File: config.mk
export PLATFORM = sky130hd
export DESIGN_NAME = mac_copro
export DESIGN_NICKNAME = d
export VERILOG_FILES = /design/src/rtl/mac_copro_pkg.sv /design/src/rtl/mac_copro_ctrl.sv /design/src/rtl/mac_copro_dp.sv /design/src/rtl/mac_copro.sv
export SDC_FILE = /design/constraint.sdc
export NUM_CORES = 2
export LEC_CHECK = 0
export BUFFER_PORTS_ARGS = -buffer_cell sky130_fd_sc_hd__buf_2
export CAP_MARGIN = 40
export CORE_MARGIN = 2
export CORE_UTILIZATION = 30
export DETAILED_ROUTE_END_ITERATION = 16
export GPL_ROUTABILITY_DRIVEN = 0
export PLACE_DENSITY = 0.51
export SLEW_MARGIN = 30
export SYNTH_ARGS = -nofsm -noshare
export SYNTH_HDL_FRONTEND = slang
export SYNTH_HIERARCHICAL = 1
export SYNTH_SLANG_ARGS = --single-unit
export TNS_END_PERCENT = 5
File: constraint.sdc
create_clock -name clk -period 7.19 [get_ports clk]
set_clock_uncertainty 0.1 [all_clocks]
set_input_delay 1.438 -clock clk [delete_from_list [all_inputs] [get_ports clk]]
set_output_delay 1.438 -clock clk [all_outputs]
set_load 0.01 [all_outputs]
File: src/rtl/mac_copro_pkg.sv
package mac_copro_pkg;

  localparam logic [2:0] COP_CLASS = 3'b110;

  localparam logic [2:0] OP_ADD   = 3'd0;
  localparam logic [2:0] OP_SUB   = 3'd1;
  localparam logic [2:0] OP_MUL   = 3'd2;
  localparam logic [2:0] OP_MAC   = 3'd3;
  localparam logic [2:0] OP_RDACC = 3'd4;

  typedef enum logic [1:0] {PH_A, PH_B, PH_DONE} fetch_ph_e;
  typedef enum logic [1:0] {SEL_A, SEL_B, SEL_WR} mem_sel_e;

  typedef struct packed {
    logic     s1Load;
    logic     s2Load;
    logic     s3Load;
    logic     latchA;
    logic     latchB;
    logic     accMac;
    logic     accClear;
    mem_sel_e memSel;
  } strobe_t;

  function automatic logic opFetches(input logic [2:0] op);
    return (op == OP_ADD) || (op == OP_SUB) || (op == OP_MUL) || (op == OP_MAC);
  endfunction

  function automatic logic opWrites(input logic [2:0] op);
    return (op == OP_ADD) || (op == OP_SUB) || (op == OP_MUL);
  endfunction

  function automatic logic opLegal(input logic [2:0] op);
    return op <= OP_RDACC;
  endfunction

endpackage

File: src/rtl/mac_copro_ctrl.sv
module mac_copro_ctrl
  import mac_copro_pkg::*;
(
  input  logic       clk,
  input  logic       rstN,
  input  logic       issueValid,
  input  logic [5:0] issueOpcode,
  output logic       issueReady,
  input  logic       memAck,
  output logic       memReq,
  output logic       memWe,
  output logic [2:0] s2OpOut,
  output logic       accValid,
  output logic       errFlag,
  output strobe_t    st
);

  logic       s1Valid, s2Valid, s3Valid;
  logic [2:0] s1Op, s2Op, s3Op;
  fetch_ph_e  s2Ph;

  logic ownIssue, s3NeedWr, s3Fin, s3Free, s2Fetch, s2ToS3, s1ToS2, rdGrant;

  always_comb begin
    ownIssue   = issueOpcode[5:3] == COP_CLASS;
    s3NeedWr   = s3Valid && opWrites(s3Op);
    s3Fin      = s3Valid && (!s3NeedWr || memAck);
    s3Free     = !s3Valid || s3Fin;
    s2Fetch    = s2Valid && (s2Ph != PH_DONE);
    s2ToS3     = s2Valid && (s2Ph == PH_DONE) && s3Free;
    s1ToS2     = s1Valid && (!s2Valid || s2ToS3);
    issueReady = !s1Valid || s1ToS2;
    memReq     = s3NeedWr || s2Fetch;
    memWe      = s3NeedWr;
    rdGrant    = s2Fetch && !s3NeedWr && memAck;

    st.s1Load   = issueValid && issueReady && ownIssue;
    st.s2Load   = s1ToS2;
    st.s3Load   = s2ToS3;
    st.latchA   = rdGrant && (s2Ph == PH_A);
    st.latchB   = rdGrant && (s2Ph == PH_B);
    st.accMac   = s3Valid && (s3Op == OP_MAC);
    st.accClear = s3Valid && (s3Op == OP_RDACC);
    if (s3NeedWr)          st.memSel = SEL_WR;
    else if (s2Ph == PH_B) st.memSel = SEL_B;
    else                   st.memSel = SEL_A;

    s2OpOut  = s2Op;
    accValid = st.accClear;
    errFlag  = s3Valid && !opLegal(s3Op);
  end

  // stage 1: instruction buffer
  always_ff @(posedge clk or negedge rstN) begin
    if (!rstN) begin
      s1Valid <= 1'b0;
      s1Op    <= '0;
    end else if (st.s1Load) begin
      s1Valid <= 1'b1;
      s1Op    <= issueOpcode[2:0];
    end else if (s1ToS2) begin
      s1Valid <= 1'b0;
    end
  end

  // stage 2: decode and operand fetch
  always_ff @(posedge clk or negedge rstN) begin
    if (!rstN) begin
      s2Valid <= 1'b0;
      s2Op    <= '0;
      s2Ph    <= PH_DONE;
    end else if (st.s2Load) begin
      s2Valid <= 1'b1;
      s2Op    <= s1Op;
      s2Ph    <= opFetches(s1Op) ? PH_A : PH_DONE;
    end else if (s2ToS3) begin
      s2Valid <= 1'b0;
    end else if (st.latchA) begin
      s2Ph <= PH_B;
    end else if (st.latchB) begin
      s2Ph <= PH_DONE;
    end
  end

  // stage 3: execute and write back
  always_ff @(posedge clk or negedge rstN) begin
    if (!rstN) begin
      s3Valid <= 1'b0;
      s3Op    <= '0;
    end else if (s2ToS3) begin
      s3Valid <= 1'b1;
      s3Op    <= s2Op;
    end else if (s3Fin) begin
      s3Valid <= 1'b0;
    end
  end

endmodule

File: src/rtl/mac_copro_dp.sv
module mac_copro_dp
  import mac_copro_pkg::*;
#(
  parameter int DATA_W = 32,
  parameter int ADDR_W = 8
) (
  input  logic              clk,
  input  logic              rstN,
  input  strobe_t           st,
  input  logic [2:0]        s2Op,
  input  logic [ADDR_W-1:0] issueSrcA,
  input  logic [ADDR_W-1:0] issueSrcB,
  input  logic [ADDR_W-1:0] issueDst,
  input  logic [DATA_W-1:0] memRdata,
  output logic [ADDR_W-1:0] memAddr,
  output logic [DATA_W-1:0] memWdata,
  output logic [DATA_W-1:0] accData
);

  logic [ADDR_W-1:0] s1SrcA, s1SrcB, s1Dst;
  logic [ADDR_W-1:0] s2SrcA, s2SrcB, s2Dst, s3Dst;
  logic [DATA_W-1:0] opA, opB, s3Val, accReg, prodLow, result;

  always_comb begin
    prodLow = opA * opB;
    case (s2Op)
      OP_ADD:         result = opA + opB;
      OP_SUB:         result = opA - opB;
      OP_MUL, OP_MAC: result = prodLow;
      default:        result = '0;
    endcase
    case (st.memSel)
      SEL_WR:  memAddr = s3Dst;
      SEL_B:   memAddr = s2SrcB;
      default: memAddr = s2SrcA;
    endcase
    memWdata = s3Val;
    accData  = accReg;
  end

  always_ff @(posedge clk or negedge rstN) begin
    if (!rstN) begin
      s1SrcA <= '0; s1SrcB <= '0; s1Dst <= '0;
      s2SrcA <= '0; s2SrcB <= '0; s2Dst <= '0;
      opA    <= '0; opB    <= '0;
      s3Dst  <= '0; s3Val  <= '0;
      accReg <= '0;
    end else begin
      if (st.s1Load) begin
        s1SrcA <= issueSrcA;
        s1SrcB <= issueSrcB;
        s1Dst  <= issueDst;
      end
      if (st.s2Load) begin
        s2SrcA <= s1SrcA;
        s2SrcB <= s1SrcB;
        s2Dst  <= s1Dst;
      end
      if (st.latchA) opA <= memRdata;
      if (st.latchB) opB <= memRdata;
      if (st.s3Load) begin
        s3Dst <= s2Dst;
        s3Val <= result;
      end
      if (st.accClear)    accReg <= '0;
      else if (st.accMac) accReg <= accReg + s3Val;
    end
  end

endmodule

File: src/rtl/mac_copro.sv
module mac_copro
  import mac_copro_pkg::*;
#(
  parameter int DATA_W = 32,
  parameter int ADDR_W = 8
) (
  input  logic              clk,
  input  logic              rstN,
  input  logic              issueValid,
  output logic              issueReady,
  input  logic [5:0]        issueOpcode,
  input  logic [ADDR_W-1:0] issueSrcA,
  input  logic [ADDR_W-1:0] issueSrcB,
  input  logic [ADDR_W-1:0] issueDst,
  output logic              memReq,
  output logic              memWe,
  output logic [ADDR_W-1:0] memAddr,
  output logic [DATA_W-1:0] memWdata,
  input  logic              memAck,
  input  logic [DATA_W-1:0] memRdata,
  output logic              accValid,
  output logic [DATA_W-1:0] accData,
  output logic              errFlag
);

  strobe_t    st;
  logic [2:0] s2Op;

  mac_copro_ctrl i_ctrl (
    .clk(clk), .rstN(rstN), .issueValid(issueValid), .issueOpcode(issueOpcode),
    .issueReady(issueReady), .memAck(memAck), .memReq(memReq), .memWe(memWe),
    .s2OpOut(s2Op), .accValid(accValid), .errFlag(errFlag), .st(st)
  );

  mac_copro_dp #(.DATA_W(DATA_W), .ADDR_W(ADDR_W)) i_dp (
    .clk(clk), .rstN(rstN), .st(st), .s2Op(s2Op), .issueSrcA(issueSrcA),
    .issueSrcB(issueSrcB), .issueDst(issueDst), .memRdata(memRdata),
    .memAddr(memAddr), .memWdata(memWdata), .accData(accData)
  );

endmodule

### After elaboration in Yosys (flattened, before gate mapping)

Cells that the tools add are included.

| word-level totals | value |
|---|---|
| register bits after elaboration | 198 |
| output and inout port bits | 77 |

| cells by class | value |
|---|---|
| add/sub/neg operators | 3 |
| $mul | 1 |
| $lt $le $gt $ge | 1 |
| equality and inequality tests | 17 |
| muxes and demuxes | 17 |
| reductions and logical operators | 41 |

Operators with widths:

| kind | number |
|---|---|
| case mux 32 bit (3 select lines) | 1 |
| adder 32 bit | 2 |
| 2-to-1 mux 32 bit | 2 |
| multiplier 32 x 32 -> 32 bit | 1 |
| subtractor 32 bit | 1 |
| equality test 3 x 2 -> 1 bit, second input constant | 6 |
| case mux 8 bit (2 select lines) | 1 |
| logical AND 1 bit | 15 |
| 2-to-1 mux 2 bit | 6 |
| logical OR 1 bit | 10 |
| equality test 3 x 1 -> 1 bit, second input constant | 3 |
| zero test 3 bit | 3 |
| nonzero test 2 bit | 4 |
| 2-to-1 mux 1 bit | 7 |
| equality test 3 bit, second input constant | 2 |
| zero test 1 bit | 5 |
| equality test 2 x 1 -> 1 bit, second input constant | 2 |
| equality test 2 bit, second input constant | 2 |
| inequality test 2 bit, second input constant | 2 |
| <= comparator 3 bit, second input constant | 1 |
| nonzero test 3 bit | 1 |
| zero test 2 bit | 1 |
| AND reduction 2 bit | 1 |
| OR reduction 2 bit | 1 |

### Depth between registers and ports, before layout

| logic depth | value |
|---|---|
| depth in word-level cells | 15 |
| depth in mapped cells | 28 |
| depth with buffers taken out | 26 |

### By module

The synthesis kept the hierarchy.

By module, submodules not included:

| module | times used | cells each | area an instance (um^2) | seq. area each (um^2) |
|---|---|---|---|---|
| mac_copro_dp | 1 | 2,792 | 26,663.1 | 4,604.4 |
| mac_copro_ctrl | 1 | 67 | 802.0 | 351.6 |

### Worst setup path before layout

No wires, ideal clock.

| timing | value |
|---|---|
| path kind | register -> register |
| from | register i_dp.opB[6] |
| to | register i_dp.s3Val[31], in the netlist i_dp/memWdata[31] |
| setup time | 0.138 ns |
| arrival | 6.816 ns |
| setup slack | 0.137 ns |
| stages on the path, launching flop included | 26 |
| buffers on the path | 2 |
| period minus slack after synthesis | 7.053 ns |
| cells stage by stage | dfrtp_1 clkbuf_1 clkbuf_1 and2_1 fa_1 fa_1 fa_1 inv_1 fa_1 inv_1 fa_1 inv_1 fa_1 inv_1 fa_1 fa_1 ha_1 and4_1 nand2_1 a32oi_1 a31oi_1 o31ai_2 a31oi_1 o21ai_0 xnor2_1 o221ai_1 |

| between the ends | value |
|---|---|
| cells in the longest elaborated chain, start to end | 2 |
| elaborated cells on any way between the ends | 4 |

RTL lines:

| what | RTL line | RTL |
|---|---|---|
| from (decl) | mac_copro_dp.sv:22 | `logic [DATA_W-1:0] opA, opB, s3Val, accReg, prodLow, result;` |
| from (signal assigned) | mac_copro_dp.sv:60 | `if (st.latchB) opB <= memRdata;` |
| multiplier 32 x 32 -> 32 bit, or another cell as far along | mac_copro_dp.sv:25 | `prodLow = opA * opB;` |
| case mux 32 bit (3 select lines) (*) | mac_copro_dp.sv:26 | `case (s2Op)` |
| to (signal assigned) | mac_copro_dp.sv:63 | `s3Val <= result;` |
| to (decl) | mac_copro_dp.sv:22 |  |

Mark *: on every way between the ends. The rest lies on a longest branch, timed or not.
A chain may end at the register's enable or synchronous reset.

### Worst setup path after layout

| timing | value |
|---|---|
| from | register i_dp.opB[6] |
| to | register i_dp.s3Val[29], in the netlist i_dp/memWdata[29] |

The elaborated chain is that of the path after synthesis.

==> impl_metrics.yaml <==
run_status:
  status: "finished clean"
routing:
  ant_nets: 0
  vias_per_cell: 4.75
  firstDrtPassIters: 5
  wl_per_cell_um: 19.1
  drt_wl_total_mm: 80.3
  drc: 0
  drt-initial-drc-count: 1106
  vias: 20001
final_layout:
  fillers: 9271
  final_area_um2: 31200
  antenna_cells: 0
  fin_nets: 3684
  area_growth_pct: 13.5
  drive_gt1_share_pct: 17.8
global_route:
  overflow: 0
  grt_max_degree: 108
  grt_usage_pct: 17.6
  grt_use_met3_pct: 2.58
  use_met1_pct: 24.7
  grt_pass1_wl_mm: 127
  grt_pass1_vias: 20704
  grt_busiest_layer: "met2"
  grt_antenna_before_repair: 0
  use_met2_pct: 28.8
logic_synthesis:
  avgSynthCellArea_um2: 9.61
  synth_top_cells_by_area: "fa_1 30%, dfrtp_1 18%, ha_1 8.6%"
  synth_top_area_share_pct: 29.9
  synth-seq-cells: 198
  synth_nets: 3524
  syn-instance-count: 2859
  synth_edf_count: 0
  yosys_warnings: 6
  syn-cell-area_um2: 27500
  synth_flop_cell: "dfrtp_1"
  seq_area_frac_synth_pct: 18.0
  async_flop_share_pct: 100
  synth_top_cell_by_area: "fa_1"
  synth.distinct_cells: 97
timing:
  setup_tns_ns: 0
  period_needed_ns: 7.09
  rsz0062_at_grt: "true"
  finalCritPeriodShare_pct: 98.6
  hold_viol: 0
  worst_hold_slack_ns: 0.402
  finalMaxSlewViolations: 0
  tightest_slew_ns: 0.866
  setup_violations: 0
  slew_headroom_pct: 42.3
  fmax_ghz: 0.141
critical_path:
  worstPathRequired_ns: 7.45
  crit_fanout: 5
  cpMostUsedCell: "fa_1"
  cp.arrival_ns: 7.35
  start_kind: "register"
  end_kind: "register"
  cp_num_buf_inv: 6
  reg2reg_from: "i_dp/opB[6]"
  critical_path_class: "register to register"
  reg2reg_to: "i_dp/memWdata[29]"
  r2r_cells: 25
  slowest_stage: "fa_1"
  path_delay_family: "adder cells"
  cp.depth: 25
  rrSetupSlack_ns: 0.1
  cp_slowest_stage_delay_ns: 0.54
flow_run:
  cap_violations: 0
placed_design:
  hpwl_mm: 65.3
  dpl_cell_area_um2: 30200
  place.port_buffers: 142
floorplanning:
  die_w_um: 307
  core-area_um2: 90400
  initial_core_util_pct: 30.4
  rows: 110
  fp.dieH_um: 307
  dieArea_um2: 94000
  top_level_ports: 143
clock_network:
  clk_pin_slew_ns: 0.09
  cts.htree.levels: 4
  clock_latency_ns: 0.49
  cts_max_path_buffers: 2
  cts_tree: "built"
  cts-root-buf: "clkbuf_16"
  ctsHoldBuffers: 0
  clock_sinks: 198
  cts_buffers: 17
worst_hold_path:
  worstHoldPathCells: 1
  hp-start: "i_dp/s2Dst[6]"
  hp-class: "register to register"
  min_to: "i_dp/s3Dst[6]"
## per-stage QoR
step | util (%) | setup slack [ns] | instances
after floorplan | - | 0.137 | 2859
after global placement | 33.3 | 0.0744 | 4160
after detailed placement | 33.4 | 0.0758 | 4163
after CTS | 34.1 | 0.0493 | 4195
after global routing | 34.5 | -0.0925 | 4208
final | 34.5 | 0.0996 | 4208
## flip-flops by register name (all words and copies together), names as in the netlist, 8 cells and up
register and count:
i_dp/s2SrcB 8, i_dp/accData 32, i_dp/memWdata 32, i_dp/s2Dst 8
i_dp/s3Dst 8, i_dp/s1SrcB 8, i_dp/s1SrcA 8, i_dp/opA 32
i_dp/s1Dst 8, i_dp/opB 32, i_dp/s2SrcA 8
## cell usage after synthesis, types with 4 or more instances
cell type and instances:
nor2b_1 8, or3_1 11, nor3b_1 4, nand4_1 5
xor2_1 49, inv_1 424, fa_1 410, and3_1 5
a32oi_1 4, o31ai_1 7, a211oi_1 9, a21oi_1 82
o22ai_1 19, mux2_2 121, buf_1 9, ha_1 189
a31oi_1 12, a21o_1 45, nor2_1 97, mux2i_1 23
nand3b_1 6, clkbuf_1 136, xnor2_1 111, nor3_1 19
buf_4 4, o211ai_1 5, o21ai_0 74, nand3_1 20
o21a_1 10, a22oi_1 11, dfrtp_1 197, nand2_1 289
nand2b_1 23, a21boi_0 5, o21bai_1 8, mux2_4 6
and2_1 312
## cells by family after synthesis
group	share of synthesized area [%]
muxes	6.13
and+or+nand+nor	15.5
xor gates and xnor gates	5.10
AOI/OAI and AO/OA	8.74
adders and majority gates	38.5
buffers and inverters	7.98
DFF	18.0
## per-layer routing
metal,up-vias,routed length [um]
met1,10166,37500
met5,-,0
met3,68,3290
met2,391,38000
met4,0,1470
li1,9376,-
## cell usage in the layout, fill, tap and decap left out, types with 8 or more instances in the layout
master,n
inv_1,416
a211oi_1,8
fa_1,408
inv_2,8
and2_1,304
ha_1,187
xor2_1,49
dfrtp_2,15
nand3_1,20
buf_12,9
xnor2_1,111
buf_2,141
o22ai_1,19
mux2i_1,23
nor2_1,96
o21ai_0,73
mux2_2,121
dfrtp_1,182
clkbuf_16,17
o21bai_1,8
nor3_1,18
a21o_1,45
nand2b_1,23
o21a_1,10
a31oi_1,9
nand2_1,288
and2_4,8
nor2b_1,8
a21oi_1,81
a22oi_1,11
buf_4,129
or3_1,11
## final cells by class
cell class,instances,area (um^2),share of cell area [%]
clock buffers,17,425,1.36
flip-flops and latches,198,4970,16.0
clock inverters,15,195,0.626
repair buffers,293,2050,6.58
inverters,425,1600,5.12
well taps,1176,1470,4.72
multi-input cells,2084,20500,65.6
## what timing repair did
| action | CTS | global route |
|---|---|---|
| setup buffers | 0 | 12 |
| resized for setup | 0 | 67 |
| endpoints found under the setup margin | 0 | 12 |
| endpoints found under the hold margin | 0 | 0 |
## worst max path at each step
stage / start / end / slack, ns
after global placement: i_dp/opB[2] / i_dp/memWdata[19] / 0.07
after floorplan: i_dp/opB[6] / i_dp/memWdata[31] / 0.14
after detailed placement: i_dp/opB[5] / i_dp/memWdata[31] / 0.08
after global routing: i_dp/opB[2] / i_dp/memWdata[31] / -0.09
final: i_dp/opB[6] / i_dp/memWdata[29] / 0.1
after CTS: i_dp/opB[5] / i_dp/memWdata[31] / 0.05
Power is left out: the tool's default activity adds up to more than one toggle a clock period on the data nets, which glitch-free logic cannot reach.
